### src/rtl/nib_alu_pkg.sv
package nib_alu_pkg;

  localparam int unsigned OP_W = 5;

  typedef enum logic [OP_W-1:0] {
    OP_NOP   = 5'd0,
    OP_ADD   = 5'd1,
    OP_SUB   = 5'd2,
    OP_AND   = 5'd3,
    OP_OR    = 5'd4,
    OP_XOR   = 5'd5,
    OP_RRC   = 5'd6,
    OP_RLC   = 5'd7,
    OP_RR    = 5'd8,
    OP_RL    = 5'd9,
    OP_INC   = 5'd10,
    OP_DEC   = 5'd11,
    OP_MOVAM = 5'd12,
    OP_MOVMA = 5'd13,
    OP_SETC  = 5'd14,
    OP_CLRC  = 5'd15,
    OP_SKGT  = 5'd16,
    OP_SKLT  = 5'd17,
    OP_SKNE  = 5'd18,
    OP_SKC0  = 5'd19,
    OP_SKZ0  = 5'd20,
    OP_SKC1  = 5'd21,
    OP_SKZ1  = 5'd22,
    OP_SKB0  = 5'd23,
    OP_SKEXT = 5'd24
  } alu_op_e;

  typedef struct packed {
    logic acc_we;
    logic mem_we;
    logic c_we;
    logic z_we;
  } wr_ctl_t;

endpackage

### src/rtl/nib_alu_decode.sv
module nib_alu_decode
  import nib_alu_pkg::*;
(
  input  alu_op_e op_i,
  output wr_ctl_t ctl_o,
  output logic    is_skip_o
);

  always_comb begin
    ctl_o     = '0;
    is_skip_o = 1'b0;
    case (op_i)
      OP_ADD, OP_SUB, OP_RRC, OP_RLC: begin
        ctl_o.acc_we = 1'b1;
        ctl_o.c_we   = 1'b1;
        ctl_o.z_we   = 1'b1;
      end
      OP_AND, OP_OR, OP_XOR, OP_MOVMA: begin
        ctl_o.acc_we = 1'b1;
        ctl_o.z_we   = 1'b1;
      end
      OP_RR, OP_RL: ctl_o.acc_we = 1'b1;
      OP_INC, OP_DEC: begin
        ctl_o.mem_we = 1'b1;
        ctl_o.c_we   = 1'b1;
        ctl_o.z_we   = 1'b1;
      end
      OP_MOVAM:         ctl_o.mem_we = 1'b1;
      OP_SETC, OP_CLRC: ctl_o.c_we   = 1'b1;
      OP_SKGT, OP_SKLT, OP_SKNE, OP_SKC0, OP_SKZ0,
      OP_SKC1, OP_SKZ1, OP_SKB0, OP_SKEXT: is_skip_o = 1'b1;
      default: ctl_o = '0;
    endcase
  end

endmodule

### src/rtl/nib_alu_datapath.sv
module nib_alu_datapath
  import nib_alu_pkg::*;
#(
  parameter int unsigned DATA_W = 4
) (
  input  alu_op_e           op_i,
  input  logic [DATA_W-1:0] acc_i,
  input  logic [DATA_W-1:0] opnd_i,
  input  logic              cin_i,
  output logic [DATA_W-1:0] res_o,
  output logic              cout_o
);

  localparam int unsigned SUM_W = DATA_W + 1;

  logic [SUM_W-1:0] add_a, add_b, add_c, add_sum;
  logic [DATA_W-1:0] ones;

  assign ones = {DATA_W{1'b1}};

  // one shared adder; subtract and decrement feed it inverted or all-ones
  always_comb begin
    add_a = {1'b0, acc_i};
    add_b = {1'b0, opnd_i};
    add_c = {{DATA_W{1'b0}}, cin_i};
    case (op_i)
      OP_SUB: add_b = {1'b0, ~opnd_i};
      OP_INC: begin
        add_a = {1'b0, opnd_i};
        add_b = '0;
        add_c = {{DATA_W{1'b0}}, 1'b1};
      end
      OP_DEC: begin
        add_a = {1'b0, opnd_i};
        add_b = {1'b0, ones};
        add_c = '0;
      end
      default: ;
    endcase
  end

  assign add_sum = add_a + add_b + add_c;

  always_comb begin
    res_o  = '0;
    cout_o = cin_i;
    case (op_i)
      OP_ADD, OP_SUB, OP_INC, OP_DEC: begin
        res_o  = add_sum[DATA_W-1:0];
        cout_o = add_sum[DATA_W];
      end
      OP_AND:   res_o = acc_i & opnd_i;
      OP_OR:    res_o = acc_i | opnd_i;
      OP_XOR:   res_o = acc_i ^ opnd_i;
      OP_RRC: begin
        res_o  = {cin_i, acc_i[DATA_W-1:1]};
        cout_o = acc_i[0];
      end
      OP_RLC: begin
        res_o  = {acc_i[DATA_W-2:0], cin_i};
        cout_o = acc_i[DATA_W-1];
      end
      OP_RR:    res_o = {acc_i[0], acc_i[DATA_W-1:1]};
      OP_RL:    res_o = {acc_i[DATA_W-2:0], acc_i[DATA_W-1]};
      OP_MOVAM: res_o = acc_i;
      OP_MOVMA: res_o = opnd_i;
      OP_SETC:  cout_o = 1'b1;
      OP_CLRC:  cout_o = 1'b0;
      default: begin
        res_o  = '0;
        cout_o = cin_i;
      end
    endcase
  end

endmodule

### src/rtl/nib_alu_cond.sv
module nib_alu_cond
  import nib_alu_pkg::*;
#(
  parameter int unsigned DATA_W = 4,
  parameter int unsigned BIT_W  = 2
) (
  input  alu_op_e           op_i,
  input  logic [DATA_W-1:0] acc_i,
  input  logic [DATA_W-1:0] opnd_i,
  input  logic [BIT_W-1:0]  bit_sel_i,
  input  logic              c_i,
  input  logic              z_i,
  input  logic              ext_i,
  output logic              hit_o
);

  always_comb begin
    case (op_i)
      OP_SKGT:  hit_o = acc_i > opnd_i;
      OP_SKLT:  hit_o = acc_i < opnd_i;
      OP_SKNE:  hit_o = acc_i != opnd_i;
      OP_SKC0:  hit_o = ~c_i;
      OP_SKZ0:  hit_o = ~z_i;
      OP_SKC1:  hit_o = c_i;
      OP_SKZ1:  hit_o = z_i;
      OP_SKB0:  hit_o = ~acc_i[bit_sel_i];
      OP_SKEXT: hit_o = ext_i;
      default:  hit_o = 1'b0;
    endcase
  end

endmodule

### src/rtl/nib_alu_state.sv
module nib_alu_state (
  input  logic clk,
  input  logic rst_n,
  input  logic op_valid_i,
  input  logic c_we_i,
  input  logic z_we_i,
  input  logic c_nxt_i,
  input  logic z_nxt_i,
  input  logic skip_req_i,
  output logic c_q,
  output logic z_q,
  output logic skip_q,
  output logic exec_o
);

  logic c_d, z_d, skip_d;

  assign exec_o = op_valid_i & ~skip_q;

  always_comb begin
    c_d    = c_q;
    z_d    = z_q;
    skip_d = 1'b0;
    if (!skip_q) begin
      if (c_we_i) c_d = c_nxt_i;
      if (z_we_i) z_d = z_nxt_i;
      skip_d = skip_req_i;
    end
  end

  always_ff @(posedge clk or negedge rst_n) begin
    if (!rst_n) begin
      c_q    <= 1'b0;
      z_q    <= 1'b0;
      skip_q <= 1'b0;
    end else if (op_valid_i) begin
      c_q    <= c_d;
      z_q    <= z_d;
      skip_q <= skip_d;
    end
  end

  assert_skip_one_slot_R11: assert property (@(posedge clk) disable iff (!rst_n)
    (skip_q && op_valid_i) |=> !skip_q);

  assert_nullify_keeps_flags_R11: assert property (@(posedge clk) disable iff (!rst_n)
    (skip_q && op_valid_i) |=> ($stable(c_q) && $stable(z_q)));

  assert_idle_hold_R12: assert property (@(posedge clk) disable iff (!rst_n)
    !op_valid_i |=> ($stable(c_q) && $stable(z_q) && $stable(skip_q)));

endmodule

### src/rtl/nib_alu_core.sv
module nib_alu_core
  import nib_alu_pkg::*;
#(
  parameter int unsigned DATA_W = 4,
  localparam int unsigned BIT_W = (DATA_W > 1) ? $clog2(DATA_W) : 1
) (
  input  logic              clk,
  input  logic              rst_n,
  input  logic              op_valid_i,
  input  logic [OP_W-1:0]   op_i,
  input  logic [DATA_W-1:0] acc_i,
  input  logic [DATA_W-1:0] opnd_i,
  input  logic [BIT_W-1:0]  bit_sel_i,
  input  logic              ext_skip_i,
  output logic [DATA_W-1:0] res_o,
  output logic              acc_we_o,
  output logic              mem_we_o,
  output logic              carry_o,
  output logic              zero_o,
  output logic              skip_o
);

  alu_op_e     op;
  wr_ctl_t     ctl;
  logic        skip_op, cond_hit, cout, exec;
  logic [DATA_W-1:0] res;

  assign op = alu_op_e'(op_i);

  nib_alu_decode i_decode (
    .op_i      (op),
    .ctl_o     (ctl),
    .is_skip_o (skip_op)
  );

  nib_alu_datapath #(.DATA_W(DATA_W)) i_datapath (
    .op_i   (op),
    .acc_i  (acc_i),
    .opnd_i (opnd_i),
    .cin_i  (carry_o),
    .res_o  (res),
    .cout_o (cout)
  );

  nib_alu_cond #(.DATA_W(DATA_W), .BIT_W(BIT_W)) i_cond (
    .op_i      (op),
    .acc_i     (acc_i),
    .opnd_i    (opnd_i),
    .bit_sel_i (bit_sel_i),
    .c_i       (carry_o),
    .z_i       (zero_o),
    .ext_i     (ext_skip_i),
    .hit_o     (cond_hit)
  );

  nib_alu_state i_state (
    .clk        (clk),
    .rst_n      (rst_n),
    .op_valid_i (op_valid_i),
    .c_we_i     (ctl.c_we),
    .z_we_i     (ctl.z_we),
    .c_nxt_i    (cout),
    .z_nxt_i    (res == '0),
    .skip_req_i (skip_op & cond_hit),
    .c_q        (carry_o),
    .z_q        (zero_o),
    .skip_q     (skip_o),
    .exec_o     (exec)
  );

  assign res_o    = res;
  assign acc_we_o = exec & ctl.acc_we;
  assign mem_we_o = exec & ctl.mem_we;

  // zero flag mirrors the nibble written in the slot that updated it
  assert_zero_tracks_result_R2: assert property (@(posedge clk) disable iff (!rst_n)
    (exec && ctl.z_we) |=> (zero_o == ($past(res_o) == '0)));

  assert_logic_keeps_carry_R4: assert property (@(posedge clk) disable iff (!rst_n)
    (exec && (op == OP_AND || op == OP_OR || op == OP_XOR)) |=> $stable(carry_o));

  assert_plain_rotate_quiet_R6: assert property (@(posedge clk) disable iff (!rst_n)
    (exec && (op == OP_RR || op == OP_RL)) |=> ($stable(carry_o) && $stable(zero_o)));

  assert_inc_carry_R7: assert property (@(posedge clk) disable iff (!rst_n)
    (exec && op == OP_INC) |=> (carry_o == ($past(opnd_i) == {DATA_W{1'b1}})));

  assert_compare_keeps_flags_R9: assert property (@(posedge clk) disable iff (!rst_n)
    (exec && skip_op) |=> ($stable(carry_o) && $stable(zero_o)));

  always_comb begin
    if (rst_n && op_valid_i && skip_o)
      assert_nullified_no_write_R11: assert (!acc_we_o && !mem_we_o);
    if (rst_n && (op_i > OP_SKEXT || op_i == OP_NOP))
      assert_unused_quiet_R13: assert (!acc_we_o && !mem_we_o);
  end

endmodule

### config.mk
export PLATFORM = sky130hd
export DESIGN_NAME = nib_alu_core
export DESIGN_NICKNAME = d
export VERILOG_FILES = /design/src/rtl/nib_alu_pkg.sv /design/src/rtl/nib_alu_decode.sv /design/src/rtl/nib_alu_datapath.sv /design/src/rtl/nib_alu_cond.sv /design/src/rtl/nib_alu_state.sv /design/src/rtl/nib_alu_core.sv
export SDC_FILE = /design/constraint.sdc
export NUM_CORES = 1
export LEC_CHECK = 0
export ABC_AREA = 0
export ABC_CLOCK_PERIOD_IN_PS = 3650
export BUFFER_PORTS_ARGS = -buffer_cell sky130_fd_sc_hd__buf_2
export CAP_MARGIN = 20
export CELL_PAD_IN_SITES_DETAIL_PLACEMENT = 1
export CELL_PAD_IN_SITES_GLOBAL_PLACEMENT = 2
export CORE_MARGIN = 2
export CORE_UTILIZATION = 32
export CTS_CLUSTER_SIZE = 16
export DETAILED_ROUTE_END_ITERATION = 8
export PLACE_DENSITY_LB_ADDON = 0.1
export SKIP_CTS_REPAIR_TIMING = 1
export SYNTH_ARGS = -nofsm -noshare
export SYNTH_HDL_FRONTEND = slang
export SYNTH_HIERARCHICAL = 1
export SYNTH_SLANG_ARGS = --single-unit
### constraint.sdc
create_clock -name clk -period 3.65 [get_ports clk]
set_input_delay 0.73 -clock clk [delete_from_list [all_inputs] [get_ports clk]]
set_output_delay 0.73 -clock clk [all_outputs]
set_load 0.01 [all_outputs]
==> summary.md <==
| Metric | Value |
|---|---|
| Outcome | `completed` |
| Compound-Gate Fraction of Synth Area | `26.3%` |
| Hold Fails Final Rpt | `0` |
| Iter 0 DRT Violations | `36` |
| Synth Cell Area | `1440 µm²` |
| Synth warn | `6` |
| Syn Nets | `219` |
| First-pass GRT wire length | `8180 µm` |
| GRT Residual Overflow | `0` |
| Gr usage total | `20.0%` |
| Max VDD drop | `0.124 mV` |
| Root buffer cell | `clkbuf_8` |
| Fmax | `280 MHz` |
| Worst-Skew Late Latency | `0.21 ns` |
| Worst path required time | `2.92 ns` |
| Antenna violations before repair | `0` |
| Starting Density | `33.1%` |
| Power per Cell Area | `240 nW/µm²` |
| Async S/R FF share, synth | `100%` |
| Clock skew | `0.00357 ns` |
| Port Buffers | `27` |
| RSZ-0062 raised after global routing | `yes` |
| Worst Tran Pin Value | `0.563 ns` |
| Register bit total from synthesis | `3` |
| CP arrival | `2.84 ns` |
| Hold Path Class | `input pin to asynchronous set/reset pin` |
| Final setup viols | `0` |
| Die span in y | `71.1 µm` |
| Synth Area in XOR/XNOR | `4.17%` |
| Num rows | `24` |
| Sequential area share after synthesis | `5.21%` |
| Largest net degree at the start of global routing | `31` |
| Final period util | `97.7%` |
| Distinct cell type count after synthesis | `64` |
| Area share of and/or/nand/nor cells after synthesis | `29.3%` |
| Dpl hpwl | `3860 µm` |
| Vias in the first global route | `1683` |
| Routed Antenna Nets | `0` |
| Maximum capacitance violations | `0` |
| DR WL/cell | `17.4 µm` |
| Mean Syn Cell Area | `7.88 µm²` |
| GP Congestion | `0.860` |
| Number of enable flip-flop cells after synthesis | `0` |
| Sink Count | `3` |
| Synth Area in Adders | `15.8%` |
| H-Tree Depth | `1` |
| Post-synth top flop | `dfrtp_1` |
| Die area | `5060 µm²` |
| CTS tree | `done` |
| Vias per std cell | `5.61` |
| # IOs | `28` |
| Core Area | `4350 µm²` |
| DRC | `0` |
| Max-slew violations | `0` |
| Max FO, Critical Path | `4` |
| TNS Setup | `0 ns` |
| CTS Buf Count | `3` |
| Diodes inserted | `0` |
| Clk slew on worst S/H paths | `0.03 ns` |
| Startpoint Class | `input pin` |
| Area grow syn2layout | `27.0%` |
| Final #Nets | `260` |
| Finished Layout Cells | `275` |
| Share of layout cells above drive strength 1 | `31.8%` |
| Relative slew margins | `61.5%` |
| Cells after synthesis | `183` |
| Placed cell count | `270` |
| Max Root-Sink Buffers | `2` |
| Wirelength, routed | `4780 µm` |
| DR pass1 iterations | `4` |
| Post-synthesis mux area share | `11.2%` |
| Most frequent cells in the layout | `buf_2 (26), inv_1 (17), buf_4 (16)` |
| Crit path time final | `3.57 ns` |
| Largest family of logic cells by synthesized area | `simple AND/OR/NAND/NOR gates` |
| Most common cell after layout, fill and taps aside | `buf_2` |
| CP endpoint kind | `primary output` |
| Die Width | `71.1 µm` |
| Vias post-DR | `1542` |
| Critical path type | `input pin to primary output` |
| Leakage | `0.859 nW` |
layout make-up:
type / instances / area [µm²]
well taps: 52 / 65.1
repair buffers: 44 / 273
multi-input cells: 153 / 1300
flip-flops and latches: 3 / 75.1
fillers: 545 / 2520
clock buffers: 4 / 45.0
inverters: 19 / 71.3
report_power, final:
part           switching, W  internal [W]
clock             0.0000201     0.0000743
sequential        0.0000225     0.0000444
combinational      0.000142      0.000135
stage by stage:
stage                     worst slack (ns)  hold slack, ns  util, %  instance area [µm²]  power (W)
after CTS                           0.0159           0.300     40.5                 1760   0.000435
after floorplan                      0.228           0.434        -                 1440   0.000225
final                               0.0849           0.305     42.0                 1830   0.000439
after global routing             0.0000491           0.303     42.0                 1830   0.000484
after detailed placement            0.0266           0.529     39.4                 1720   0.000336
after global placement              0.0264           0.522     39.4                 1720   0.000329
Yosys cell counts, drive strengths merged (2+ instances only):
cell type | number | area (µm²)
a31oi | 2 | 12.5
mux2 | 3 | 41.3
a2111oi | 3 | 26.3
nand3 | 5 | 25.0
dfrtp | 3 | 75.1
o311ai | 2 | 17.5
o32ai | 2 | 17.5
and2b | 3 | 26.3
nor4 | 2 | 18.8
nand3b | 5 | 37.5
nand4bb | 2 | 22.5
a221o | 2 | 20.0
a21oi | 7 | 35.0
a41oi | 2 | 17.5
nand2b | 6 | 37.5
ha | 15 | 188
xnor2 | 5 | 51.3
fa | 2 | 40.0
mux2i | 12 | 120
and3 | 2 | 12.5
o22a | 3 | 26.3
nor3 | 5 | 30.0
nor2 | 9 | 33.8
o21ai | 10 | 53.8
a21o | 3 | 22.5
nor3b | 4 | 45.1
buf | 7 | 41.3
o211ai | 3 | 22.5
and2 | 5 | 32.5
nand2 | 6 | 22.5
o31a | 3 | 28.8
nor2b | 5 | 38.8
inv | 18 | 67.6
metal layers:
metal	global-route usage, %	up-vias	wire length [µm]
met4	3.77	0	56
met3	2.14	6	139
met2	37.6	25	2400
li1	-	769	-
met1	24.5	742	2190
met5	0	-	0
cells by family (layout without fill, tap and decap cells):
group,count (synthesis),in the layout
muxes,15,15
xor gates and xnor gates,6,6
AOI/OAI and AO/OA,51,51
buffers and inverters,27,67
adders and majority gates,17,17
DFF,3,3
and+or+nand+nor,64,64
flip-flops by register name, summed over array words and instances (netlist names):
| name | cells |
|---|---|
| i_state/z_q | 1 |
| i_state/skip_q | 1 |
| i_state/c_q | 1 |
critical path, stage by stage:
cell,delay (ns)
buf_4,0.13
nand2b_4,0.15
nor3_4,0.31
a21oi_2,0.12
fa_1,0.54
nor3_1,0.04
a221o_1,0.30
a311o_1,0.36
buf_2,0.15
final timing paths:
check / depth (start not counted) / startpoint / slack [ns] / to
worst max-delay path: 9 / op_i[2] / 0.08 / res_o[0]
worst min-delay path: 1 / rst_n / 0.30 / i_state/c_q$_DFFE_PN0P_
worst max register to register: 9 / i_state/c_q$_DFFE_PN0P_ / 1.15 / i_state/z_q$_DFFE_PN0P_
worst min register to register: 1 / i_state/z_q$_DFFE_PN0P_ / 0.61 / i_state/z_q$_DFFE_PN0P_
max in group asynchronous: 1 / rst_n / 3.24 / i_state/z_q$_DFFE_PN0P_
min in group clk: 1 / i_state/z_q$_DFFE_PN0P_ / 0.61 / i_state/z_q$_DFFE_PN0P_
(Power assumes the default switching activity.)
